### src/rtl/adsr_pkg.sv
package adsr_pkg;

    localparam int LVL_W      = 8;
    localparam int CODE_W     = 4;
    localparam int NUM_CODES  = 1 << CODE_W;
    localparam int SWEEP      = 256;
    localparam int SLOW_MUL   = 3;
    localparam int MAX_TICKS  = 8_000_000 * SLOW_MUL / SWEEP;
    localparam int CNT_W      = $clog2(MAX_TICKS + 1);

    typedef logic [LVL_W-1:0]  level_t;
    typedef logic [CODE_W-1:0] code_t;
    typedef logic [CNT_W-1:0]  ticks_t;

    typedef enum logic [2:0] {
        ENV_IDLE,
        ENV_ATTACK,
        ENV_DECAY,
        ENV_SUSTAIN,
        ENV_RELEASE
    } env_phase_t;

    typedef struct packed {
        code_t rise_code;
        code_t fall_code;
        code_t hold_nib;
        code_t end_code;
    } env_codes_t;

    function automatic env_codes_t split_cfg(input logic [7:0] shape, input logic [7:0] hold);
        env_codes_t c;
        c.rise_code = shape[7:4];
        c.fall_code = shape[3:0];
        c.hold_nib  = hold[7:4];
        c.end_code  = hold[3:0];
        return c;
    endfunction

    function automatic level_t widen_nibble(input code_t n);
        return {n, n};
    endfunction

    // Full-sweep attack time in microseconds for each code.
    function automatic int unsigned sweep_us(input int unsigned code);
        case (code)
            0:  return 2_000;
            1:  return 8_000;
            2:  return 16_000;
            3:  return 24_000;
            4:  return 38_000;
            5:  return 56_000;
            6:  return 68_000;
            7:  return 80_000;
            8:  return 100_000;
            9:  return 250_000;
            10: return 500_000;
            11: return 800_000;
            12: return 1_000_000;
            13: return 3_000_000;
            14: return 5_000_000;
            default: return 8_000_000;
        endcase
    endfunction

    function automatic ticks_t step_ticks(input int unsigned code, input bit slow,
                                          input int unsigned div);
        int unsigned t;
        t = sweep_us(code) * (slow ? SLOW_MUL : 1) / SWEEP / div;
        if (t == 0) t = 1;
        return ticks_t'(t);
    endfunction

    function automatic logic is_ramp(input env_phase_t p);
        return (p == ENV_ATTACK) || (p == ENV_DECAY) || (p == ENV_RELEASE);
    endfunction

endpackage

### src/rtl/adsr_rate_lut.sv
module adsr_rate_lut
    import adsr_pkg::*;
#(
    parameter int TIME_DIV = 1
) (
    input  env_phase_t phase_sel,
    input  env_codes_t codes,
    output ticks_t     reload_val
);
    ticks_t fast_tbl [NUM_CODES];
    ticks_t slow_tbl [NUM_CODES];

    for (genvar i = 0; i < NUM_CODES; i++) begin : g_rate
        assign fast_tbl[i] = step_ticks(i, 1'b0, TIME_DIV);
        assign slow_tbl[i] = step_ticks(i, 1'b1, TIME_DIV);
    end

    ticks_t period;
    always_comb begin
        case (phase_sel)
            ENV_DECAY:   period = slow_tbl[codes.fall_code];
            ENV_RELEASE: period = slow_tbl[codes.end_code];
            default:     period = fast_tbl[codes.rise_code];
        endcase
        reload_val = period - ticks_t'(1);
    end

    always_comb begin
        assert (period != '0) else $error("AST_PERIOD_NONZERO");
    end
endmodule

### src/rtl/adsr_step_timer.sv
module adsr_step_timer
    import adsr_pkg::*;
(
    input  logic   clk,
    input  logic   rst,
    input  logic   tick,
    input  logic   run,
    input  logic   reload,
    input  ticks_t reload_val,
    output logic   step
);
    ticks_t cnt;

    assign step = run & tick & (cnt == '0);

    always_ff @(posedge clk) begin
        if (rst)
            cnt <= '0;
        else if (reload)
            cnt <= reload_val;
        else if (run && tick)
            cnt <= cnt - ticks_t'(1);
    end

    AST_STEP_NEEDS_TICK: assert property (@(posedge clk) disable iff (rst)
        step |-> tick);
    AST_CNT_IN_RANGE: assert property (@(posedge clk) disable iff (rst)
        cnt <= ticks_t'(MAX_TICKS));
endmodule

### src/rtl/adsr_phase_fsm.sv
module adsr_phase_fsm
    import adsr_pkg::*;
(
    input  logic       clk,
    input  logic       rst,
    input  logic       gate,
    input  logic       step,
    input  level_t     hold_target,
    output env_phase_t phase,
    output env_phase_t phase_nx,
    output level_t     level,
    output logic       reload
);
    logic   gate_q;
    logic   gate_up, gate_dn;
    level_t level_nx;

    assign gate_up = gate & ~gate_q;
    assign gate_dn = ~gate & gate_q & (phase != ENV_IDLE);

    always_comb begin
        phase_nx = phase;
        level_nx = level;
        if (gate_up) begin
            phase_nx = ENV_ATTACK;
        end else if (gate_dn) begin
            phase_nx = ENV_RELEASE;
        end else if (step) begin
            case (phase)
                ENV_ATTACK:
                    if (level == '1) phase_nx = ENV_DECAY;
                    else             level_nx = level + level_t'(1);
                ENV_DECAY:
                    if (level <= hold_target) phase_nx = ENV_SUSTAIN;
                    else                      level_nx = level - level_t'(1);
                ENV_RELEASE:
                    if (level == '0) phase_nx = ENV_IDLE;
                    else             level_nx = level - level_t'(1);
                default: ;
            endcase
        end
    end

    assign reload = gate_up | gate_dn | step;

    always_ff @(posedge clk) begin
        if (rst) begin
            gate_q <= 1'b0;
            phase  <= ENV_IDLE;
            level  <= '0;
        end else begin
            gate_q <= gate;
            phase  <= phase_nx;
            level  <= level_nx;
        end
    end

    AST_UNIT_STEP: assert property (@(posedge clk) disable iff (rst)
        !$stable(level) |-> ((level_t'(level - $past(level)) == level_t'(1)) ||
                             (level_t'($past(level) - level) == level_t'(1))));
    AST_IDLE_IS_ZERO: assert property (@(posedge clk) disable iff (rst)
        (phase == ENV_IDLE) |-> (level == '0));
    AST_SUSTAIN_FLAT: assert property (@(posedge clk) disable iff (rst)
        (phase == ENV_SUSTAIN && $past(phase) == ENV_SUSTAIN) |-> $stable(level));
    AST_RISE_TO_ATTACK: assert property (@(posedge clk) disable iff (rst)
        gate_up |=> (phase == ENV_ATTACK));
    AST_FALL_TO_RELEASE: assert property (@(posedge clk) disable iff (rst)
        gate_dn |=> (phase == ENV_RELEASE));
endmodule

### src/rtl/adsr_envelope.sv
module adsr_envelope
    import adsr_pkg::*;
#(
    parameter int TIME_DIV = 1
) (
    input  logic       clk,
    input  logic       rst,
    input  logic       tick_us,
    input  logic       gate,
    input  logic [7:0] shape_cfg,
    input  logic [7:0] hold_cfg,
    output logic [7:0] env_level
);
    env_codes_t codes;
    env_phase_t phase, phase_nx;
    level_t     level;
    ticks_t     reload_val;
    logic       reload, step;

    assign codes = split_cfg(shape_cfg, hold_cfg);

    adsr_rate_lut #(.TIME_DIV(TIME_DIV)) u_lut (
        .phase_sel  (phase_nx),
        .codes      (codes),
        .reload_val (reload_val)
    );

    adsr_step_timer u_timer (
        .clk        (clk),
        .rst        (rst),
        .tick       (tick_us),
        .run        (is_ramp(phase)),
        .reload     (reload),
        .reload_val (reload_val),
        .step       (step)
    );

    adsr_phase_fsm u_fsm (
        .clk         (clk),
        .rst         (rst),
        .gate        (gate),
        .step        (step),
        .hold_target (widen_nibble(codes.hold_nib)),
        .phase       (phase),
        .phase_nx    (phase_nx),
        .level       (level),
        .reload      (reload)
    );

    assign env_level = level;

    AST_FROZEN_NO_TICK: assert property (@(posedge clk) disable iff (rst)
        (!tick_us && !gate && !$past(gate)) |=> $stable(env_level));
endmodule

### config.mk
export PLATFORM = sky130hd
export DESIGN_NAME = adsr_envelope
export DESIGN_NICKNAME = d
export VERILOG_FILES = /design/src/rtl/adsr_pkg.sv /design/src/rtl/adsr_rate_lut.sv /design/src/rtl/adsr_step_timer.sv /design/src/rtl/adsr_phase_fsm.sv /design/src/rtl/adsr_envelope.sv
export SDC_FILE = /design/constraint.sdc
export NUM_CORES = 1
export LEC_CHECK = 0
export BUFFER_PORTS_ARGS = -buffer_cell sky130_fd_sc_hd__buf_2
export CAP_MARGIN = 10
export CORE_UTILIZATION = 60
export DETAILED_ROUTE_END_ITERATION = 7
export GPL_ROUTABILITY_DRIVEN = 0
export MAX_ROUTING_LAYER = met4
export PLACE_DENSITY = 0.79
export SYNTH_ARGS = -nofsm -noshare
export SYNTH_HDL_FRONTEND = slang
export SYNTH_SLANG_ARGS = --single-unit
### constraint.sdc
create_clock -name clk -period 4.1 [get_ports clk]
set_input_delay 0.205 -clock clk [delete_from_list [all_inputs] [get_ports clk]]
set_output_delay 0.205 -clock clk [all_outputs]
set_load 0.05 [all_outputs]
==> results of run 1 <==
-- area by class of cell --
class	count	area share
multi-input cells	428	0.724
flip-flops and latches	29	0.139
repair buffers	44	0.0624
well taps	75	0.0223
inverters	23	0.0205
clock buffers	5	0.0163
clock inverters	3	0.0154
-- per-stage QoR --
stage / util / hold WS, ps / area [sq um]
floorplan: - / 333 / 3820
global placement: 0.670 / 465 / 4040
CTS: 0.692 / 193 / 4170
detailed placement: 0.670 / 490 / 4040
global route: 0.699 / 200 / 4210
finish: 0.699 / 194 / 4210
-- kinds of logic after synthesis --
| group | share of synthesized area |
|---|---|
| simple gates | 0.268 |
| compound gates | 0.323 |
| buf+inv | 0.0580 |
| fa+ha+maj | 0.107 |
| flops | 0.152 |
| xor+xnor | 0.0547 |
| mux | 0.0380 |
-- cells in the final DEF (no fill, tap or decap), types with 15 or more instances in the layout --
cell,instances
xnor2_1,17
o21ai_0,36
nand3_1,15
a21oi_1,33
buf_2,27
ha_1,31
buf_4,17
nor2_1,59
dfxtp_1,25
nand2_1,37
inv_1,23
-- critical path, stage by stage, from the launching register on --
cell and delay [ps]:
dfxtp_1 510, ha_1 310, nor2b_1 150, o211ai_1 220
a22o_2 230, a21bo_4 180, nand2_1 180, a32o_1 280
nor2_1 120, ha_1 230, inv_1 70, a221oi_2 230
nand2_1 150, or2_4 280, nand2b_4 140, or4_1 480
nand3_1 110
-- metal layers --
metal	global-route usage	wire, um
met1	0.441	4840
met2	0.558	5170
met3	0.0800	1050
met4	0.144	354
met5	-	0
-- sequential cells by signal, indices dropped and copies added (netlist names) --
| signal | count |
|---|---|
| u_fsm.gate_q | 1 |
| u_fsm.phase | 3 |
| u_fsm.level | 8 |
| u_timer.cnt | 17 |
-- worst paths after layout --
path / startpoint / endpoint / slack [ps] / depth (start not counted)
max reg2reg: u_fsm.level[1] / u_timer.cnt[10] / 150 / 16
min: gate / u_fsm.gate_q / 190 / 2
max: u_fsm.level[1] / u_timer.cnt[10] / 150 / 16
min reg2reg: u_timer.cnt[3] / u_timer.cnt[3] / 510 / 2
-- power by group through the flow --
stage	clock (W)	combinational [W]	sequential [W]
floorplan	0	0.000320	0.000329
detailed placement	0	0.000423	0.000339
global placement	0	0.000415	0.000338
CTS	0.000364	0.000427	0.000332
global route	0.000378	0.000484	0.000336
finish	0.000366	0.000446	0.000334
-- repair_timing --
item                                   in CTS  in global routing
gates resized for setup                     0                 11
setup endpoints to repair                   0                  4
endpoints found under the hold margin       0                  0
==> summary.txt, run 1 <==
Logic synthesis
  – Dominant cell type by area after synthesis: dfxtp_1
  – #FFs+latches synth: 29
  – Mean Syn Cell Area: 7.56 sq um
  – Post-Synthesis Cells: 505
  – Cell Area, Synth: 3820 sq um
  – Area contributors post-synth: dfxtp_1 (15%), ha_1 (10%), nor2_1 (5.8%)
  – Synth Net Count: 557
  – Fraction of registers with async set/reset: 0
  – EDFF count, synth: 0
  – Synthesis Warnings: 0
  – Most frequent cell after synthesis: nor2_1
  – Ys flop type: dfxtp_1
  – Share of the synthesized area in the top cell type: 0.152
  – Sequential area share after synthesis: 0.152
  – Yosys cell types: 90
  – Synth top cells by count: nor2_1 (59), nand2_1 (37), o21ai_0 (37)

Setup path
  – Worst-path fanout max: 7
  – Worst Path Class, Setup: reg2reg
  – Arrival time at the worst endpoint: around 4200 ps
  – CP Data Required Time: between 4000 and 5000 ps
  – Setup crit end kind: flop
  – Startpoint Class: flop

STA
  – Fin crit share: 0.962
  – PnR worst setup slack: about 150 ps
  – Clock skew: 5.41 ps
  – Relative slew margins: 0.392
  – Maximum clock frequency: 253 MHz
  – Fin. max-slew vios: 0
  – Fin Setup TNS: 0 ps
  – Final setup viols: 0
  – Slew @ Worst Pin: 909 ps
  – Post-layout min period: 3950 ps
  – RSZ-0062 raised after global routing: no
  – Final hold violation count: 0

Global routing
  – Total grt overflow: 0
  – Largest net degree at the start of global routing: 32
  – Aggregate global-route resource usage: 0.356
  – First-pass GRT wire length: about 18000 um
  – Initial antenna violation count: 0
  – Vias in the first global route: roughly 3700

Routing
  – Post-Route WL: 11400 um
  – Avg WL per Cell: ~19 um
  – DRT Pass-1 Iters: 5
  – Total number of vias: approximately 4000
  – Final ANT Viol Nets: 0
  – Initial DRC Count: 444
  – Drt drc: 0
  – Drt via density: 6.70

Final layout
  – FF/Latch Area: 586 sq um
  – Layout area overhead: 10.3%
  – Multi-input gate area in the final layout: between 3000 and 4000 sq um
  – Share of post-route cells with drive strength above 1: 0.188
  – N_diodes: 0
  – Layout fillers: 488
  – Fin cells: 607
  – NumNets Final: 583

CTS
  – H-tree Lvls: 2
  – Clock root buffer: clkbuf_8
  – CTS Hold Bufs: 0
  – CTS clk-pin slew, worst paths: 70 ps
  – Setup bufs post-CTS: 0
  – CTS tree: done
  – Sink Count: 29
  – Worst-Skew Late Latency: 290 ps
  – CTS Buf Count: 5
  – Clock Path Buffers: 2

Power and ir drop
  – Clock share of power: 0.319
  – Power share of the combinational group: 0.389
  – Net switching power figure: 0.000426 W
  – Pleak: about 1.7 nW
  – Tot Pwr: 0.00115 W
  – Register share of total power: 0.292
  – VDD IR-drop max: 233 uV
  – Internal power: 0.000721 W
  – Switch share: 0.371
  – P per Cell Area: 272 nW/um^2

Outcome
  – Status: finished clean

Place
  – Inst Count DP: 599
  – Port bufs: 27
  – DP HPWL: 8370 um
  – Pre-CTS WS: 35.2 ps

Floorplan
  – Die H: 81.8 um
  – DIE WIDTH: between 80 and 90 um
  – CORE AREA: 6030 sq um
  – Row Count: 28
  – Top-Level Pins: 28
  – Initial Utilization: 0.634
  – Die ar.: between 6000 and 7000 sq um

Worst hold path
  – Type of the tightest min-delay check: in2reg

Flow run
  – MaxCap Viol Count: 0
(Power assumes the default switching activity.)
==> inputs of run 2 (changes only) <==
--- a/config.mk
+++ b/config.mk
@@ -7,6 +7,7 @@
 export LEC_CHECK = 0
 export BUFFER_PORTS_ARGS = -buffer_cell sky130_fd_sc_hd__buf_2
 export CAP_MARGIN = 10
+export CORE_ASPECT_RATIO = 0.5
 export CORE_UTILIZATION = 60
 export DETAILED_ROUTE_END_ITERATION = 7
 export GPL_ROUTABILITY_DRIVEN = 0
==> run 2 against run 1 <==
- hold slack improved by 14 ps
- register-to-register slack barely moved
- first-iteration DRC count grew 5.6%
- sequential power is essentially flat
- clock power decreased by 3%
- global-route usage decreased by 0.46 points
- clock skew rose by 0.61 ps
- critical path type unchanged
==> summary.txt, run 2 (synthesis gave the netlist of run 1 again) <==
STA
  – Maximum clock frequency: 254 MHz (was 253 MHz)
  – Final hold violation count: 0 (unchanged)
  – Relative slew margins: 0.408 (was 0.392)
  – Fin. max-slew vios: 0 (unchanged)
  – Slew @ Worst Pin: 885 ps (was 909 ps)
  – Post-layout min period: 3940 ps (was 3950 ps)
  – Fin crit share: 0.962 (about the same)
  – Clock skew: 6.02 ps (was 5.41 ps)
  – Final setup viols: 0 (unchanged)

Final layout
  – Layout area overhead: 12.5% (was 10.3%)
  – Leading cell type in the layout, fill and taps excluded: nor2_1 (unchanged)
  – Largest reg by FF count: u_timer.cnt (unchanged)
  – Top flop regs: u_timer.cnt x17, u_fsm.level x8, u_fsm.phase x3 (unchanged)
  – Fin cells: 628 (was 607)
  – NumNets Final: 592 (was 583)
  – Max reg flops: 17 (unchanged)
  – N_diodes: 0 (unchanged)
  – Post-route cell area: 4300 sq um (was 4210 sq um)
  – Commonest non-fill, non-tap cells in the layout: nor2_1 (59), nand2_1 (37), o21ai_0 (36), a21oi_1 (33), ha_1 (31) (unchanged)
  – Share of post-route cells with drive strength above 1: 0.189 (was 0.188)

CTS
  – Clock Path Buffers: 2 (unchanged)
  – CTS clk-pin slew, worst paths: 50 ps (was 70 ps)
  – CTS Buf Count: 5 (unchanged)
  – Clock root buffer: clkbuf_16 (was clkbuf_8)
  – CTS tree: done (unchanged)
  – CTS Hold Bufs: 0 (unchanged)
  – H-tree Lvls: 2 (unchanged)
  – Sink Count: 29 (unchanged)
  – Worst-Skew Late Latency: 270 ps (was 290 ps)

Setup path
  – Critical path, cell by cell: nand4_2, or4_4, o31a_2, nor2_4, a31oi_1, o32ai_2, ha_1, inv_1, a221oi_2, nand2_1, or2_4, nand2b_4, or4_1, nand3_1 (was ha_1, nor2b_1, o211ai_1, a22o_2, a21bo_4, nand2_1, a32o_1, nor2_1, ha_1, inv_1, a221oi_2, nand2_1, or2_4, nand2b_4, or4_1, nand3_1)
  – CP Data Required Time: 4320 ps (about the same)
  – Bufs and invs on worst path: 1 (unchanged)
  – Delay-heaviest family, CP: simple AND/OR/NAND/NOR gates (unchanged)
  – Startpoint Class: flop (unchanged)
  – Setup crit end kind: flop (unchanged)
  – CP max-delay cell: or4_4 (was dfxtp_1)
  – Arrival time at the worst endpoint: 4160 ps (was 4170 ps)
  – Worst-path fanout max: 5 (was 7)
  – Worst Path Class, Setup: reg2reg (unchanged)
  – CP max stage delay: 570 ps (was 510 ps)

Place
  – Inst Count DP: 618 (was 599)
  – DP HPWL: 8520 um (was 8370 um)
  – Placed inst area: 4100 sq um (was 4040 sq um)
  – Port bufs: 27 (unchanged)

Global routing
  – Largest net degree at the start of global routing: 32 (unchanged)
  – Vias in the first global route: 3603 (was 3711)
  – First-pass GRT wire length: 17800 um (was 17700 um)
  – Aggregate global-route resource usage: 0.352 (was 0.356)
  – Total grt overflow: 0 (unchanged)
  – Initial antenna violation count: 0 (unchanged)

Floorplan
  – CORE AREA: 6110 sq um (was 6030 sq um)
  – Row Count: 20 (was 28)
  – Initial Utilization: 0.625 (was 0.634)
  – Top-Level Pins: 28 (unchanged)
  – Die H: 58.4 um (was 81.8 um)
  – Die ar.: 6700 sq um (was 6690 sq um)
  – DIE WIDTH: 115 um (was 81.8 um)

Routing
  – DRT Pass-1 Iters: 6 (was 5)
  – Avg WL per Cell: 17.6 um (was 18.8 um)
  – Final ANT Viol Nets: 0 (unchanged)
  – Total number of vias: 4089 (was 4069)
  – Drt via density: 6.51 (was 6.70)
  – Initial DRC Count: 469 (was 444)
  – Drt drc: 0 (unchanged)
  – Post-Route WL: 11100 um (was 11400 um)

Power and ir drop
  – P per Cell Area: 267 nW/um^2 (was 272 nW/um^2)
  – VDD IR-drop max: 169 uV (was 233 uV)
  – Pleak: 1.77 nW (was 1.73 nW)
  – Tot Pwr: 0.00115 W (about the same)

Outcome
  – Status: finished clean (unchanged)

Flow run
  – MaxCap Viol Count: 0 (unchanged)

Worst hold path
  – Type of the tightest min-delay check: in2reg (unchanged)
## run 2: per-stage QoR
step           setup TNS [ps]  utilization  hold WS (ps)  setup WS (ps)
5_1_grt                 -24.8        0.703           223          -16.1
2_1_floorplan               0            -           333           13.8
4_1_cts                     0        0.696           211           29.9
6_report                    0        0.703           208            158
3_3_place_gp                0        0.672           472            174
3_5_place_dp                0        0.672           498           20.0
## run 2: layout make-up
type                       instances  area, sq um
multi-input combinational        428         3050
fill                             549         1810
sequential                        29          581
timing repair buffer              53          330
clock buffer                       7          143
tap                               88          110
inverter                          23         86.3
## run 2: per-layer routing
layer  up-vias  track usage  part of all wire
met5         -            -                 0
met1      1855        0.481              0.45
li1       1958            -                 -
met2       242        0.507              0.42
met4         0        0.117             0.023
met3        34       0.0844              0.11
## run 2: where the power goes
part / total, W / internal (W) / switching [W]
registers: 0.000334 / 0.000304 / 0.0000294
clock network: 0.000356 / 0.000237 / 0.000119
logic: 0.000458 / 0.000182 / 0.000276
total: 0.00115 / 0.000724 / 0.000424
## run 2: worst reg2reg max path, delay by kind of cell (launching register included)
family	cells	cell delay [ps]
buffers and inverters	1	60
AO/OA/AOI/OAI	4	1050
adder cells (fa/ha/maj)	1	260
flip-flops	1	430
AND/OR/NAND/NOR	8	2070
## run 2: final timing paths
check	start	end	slack, ps	cells past startpoint
setup / recovery	u_fsm.level[7]	u_timer.cnt[10]	160	14
hold / removal	gate	u_fsm.gate_q	210	2
setup reg to reg	u_fsm.level[7]	u_timer.cnt[10]	160	14
hold reg to reg	u_timer.cnt[13]	u_timer.cnt[13]	510	2
## run 2: repair_timing
action / in CTS / in global routing
resized for setup: 1 / 5
pin swaps: 0 / 2
setup buffers: 0 / 3
endpoints found under the setup margin: 1 / 4
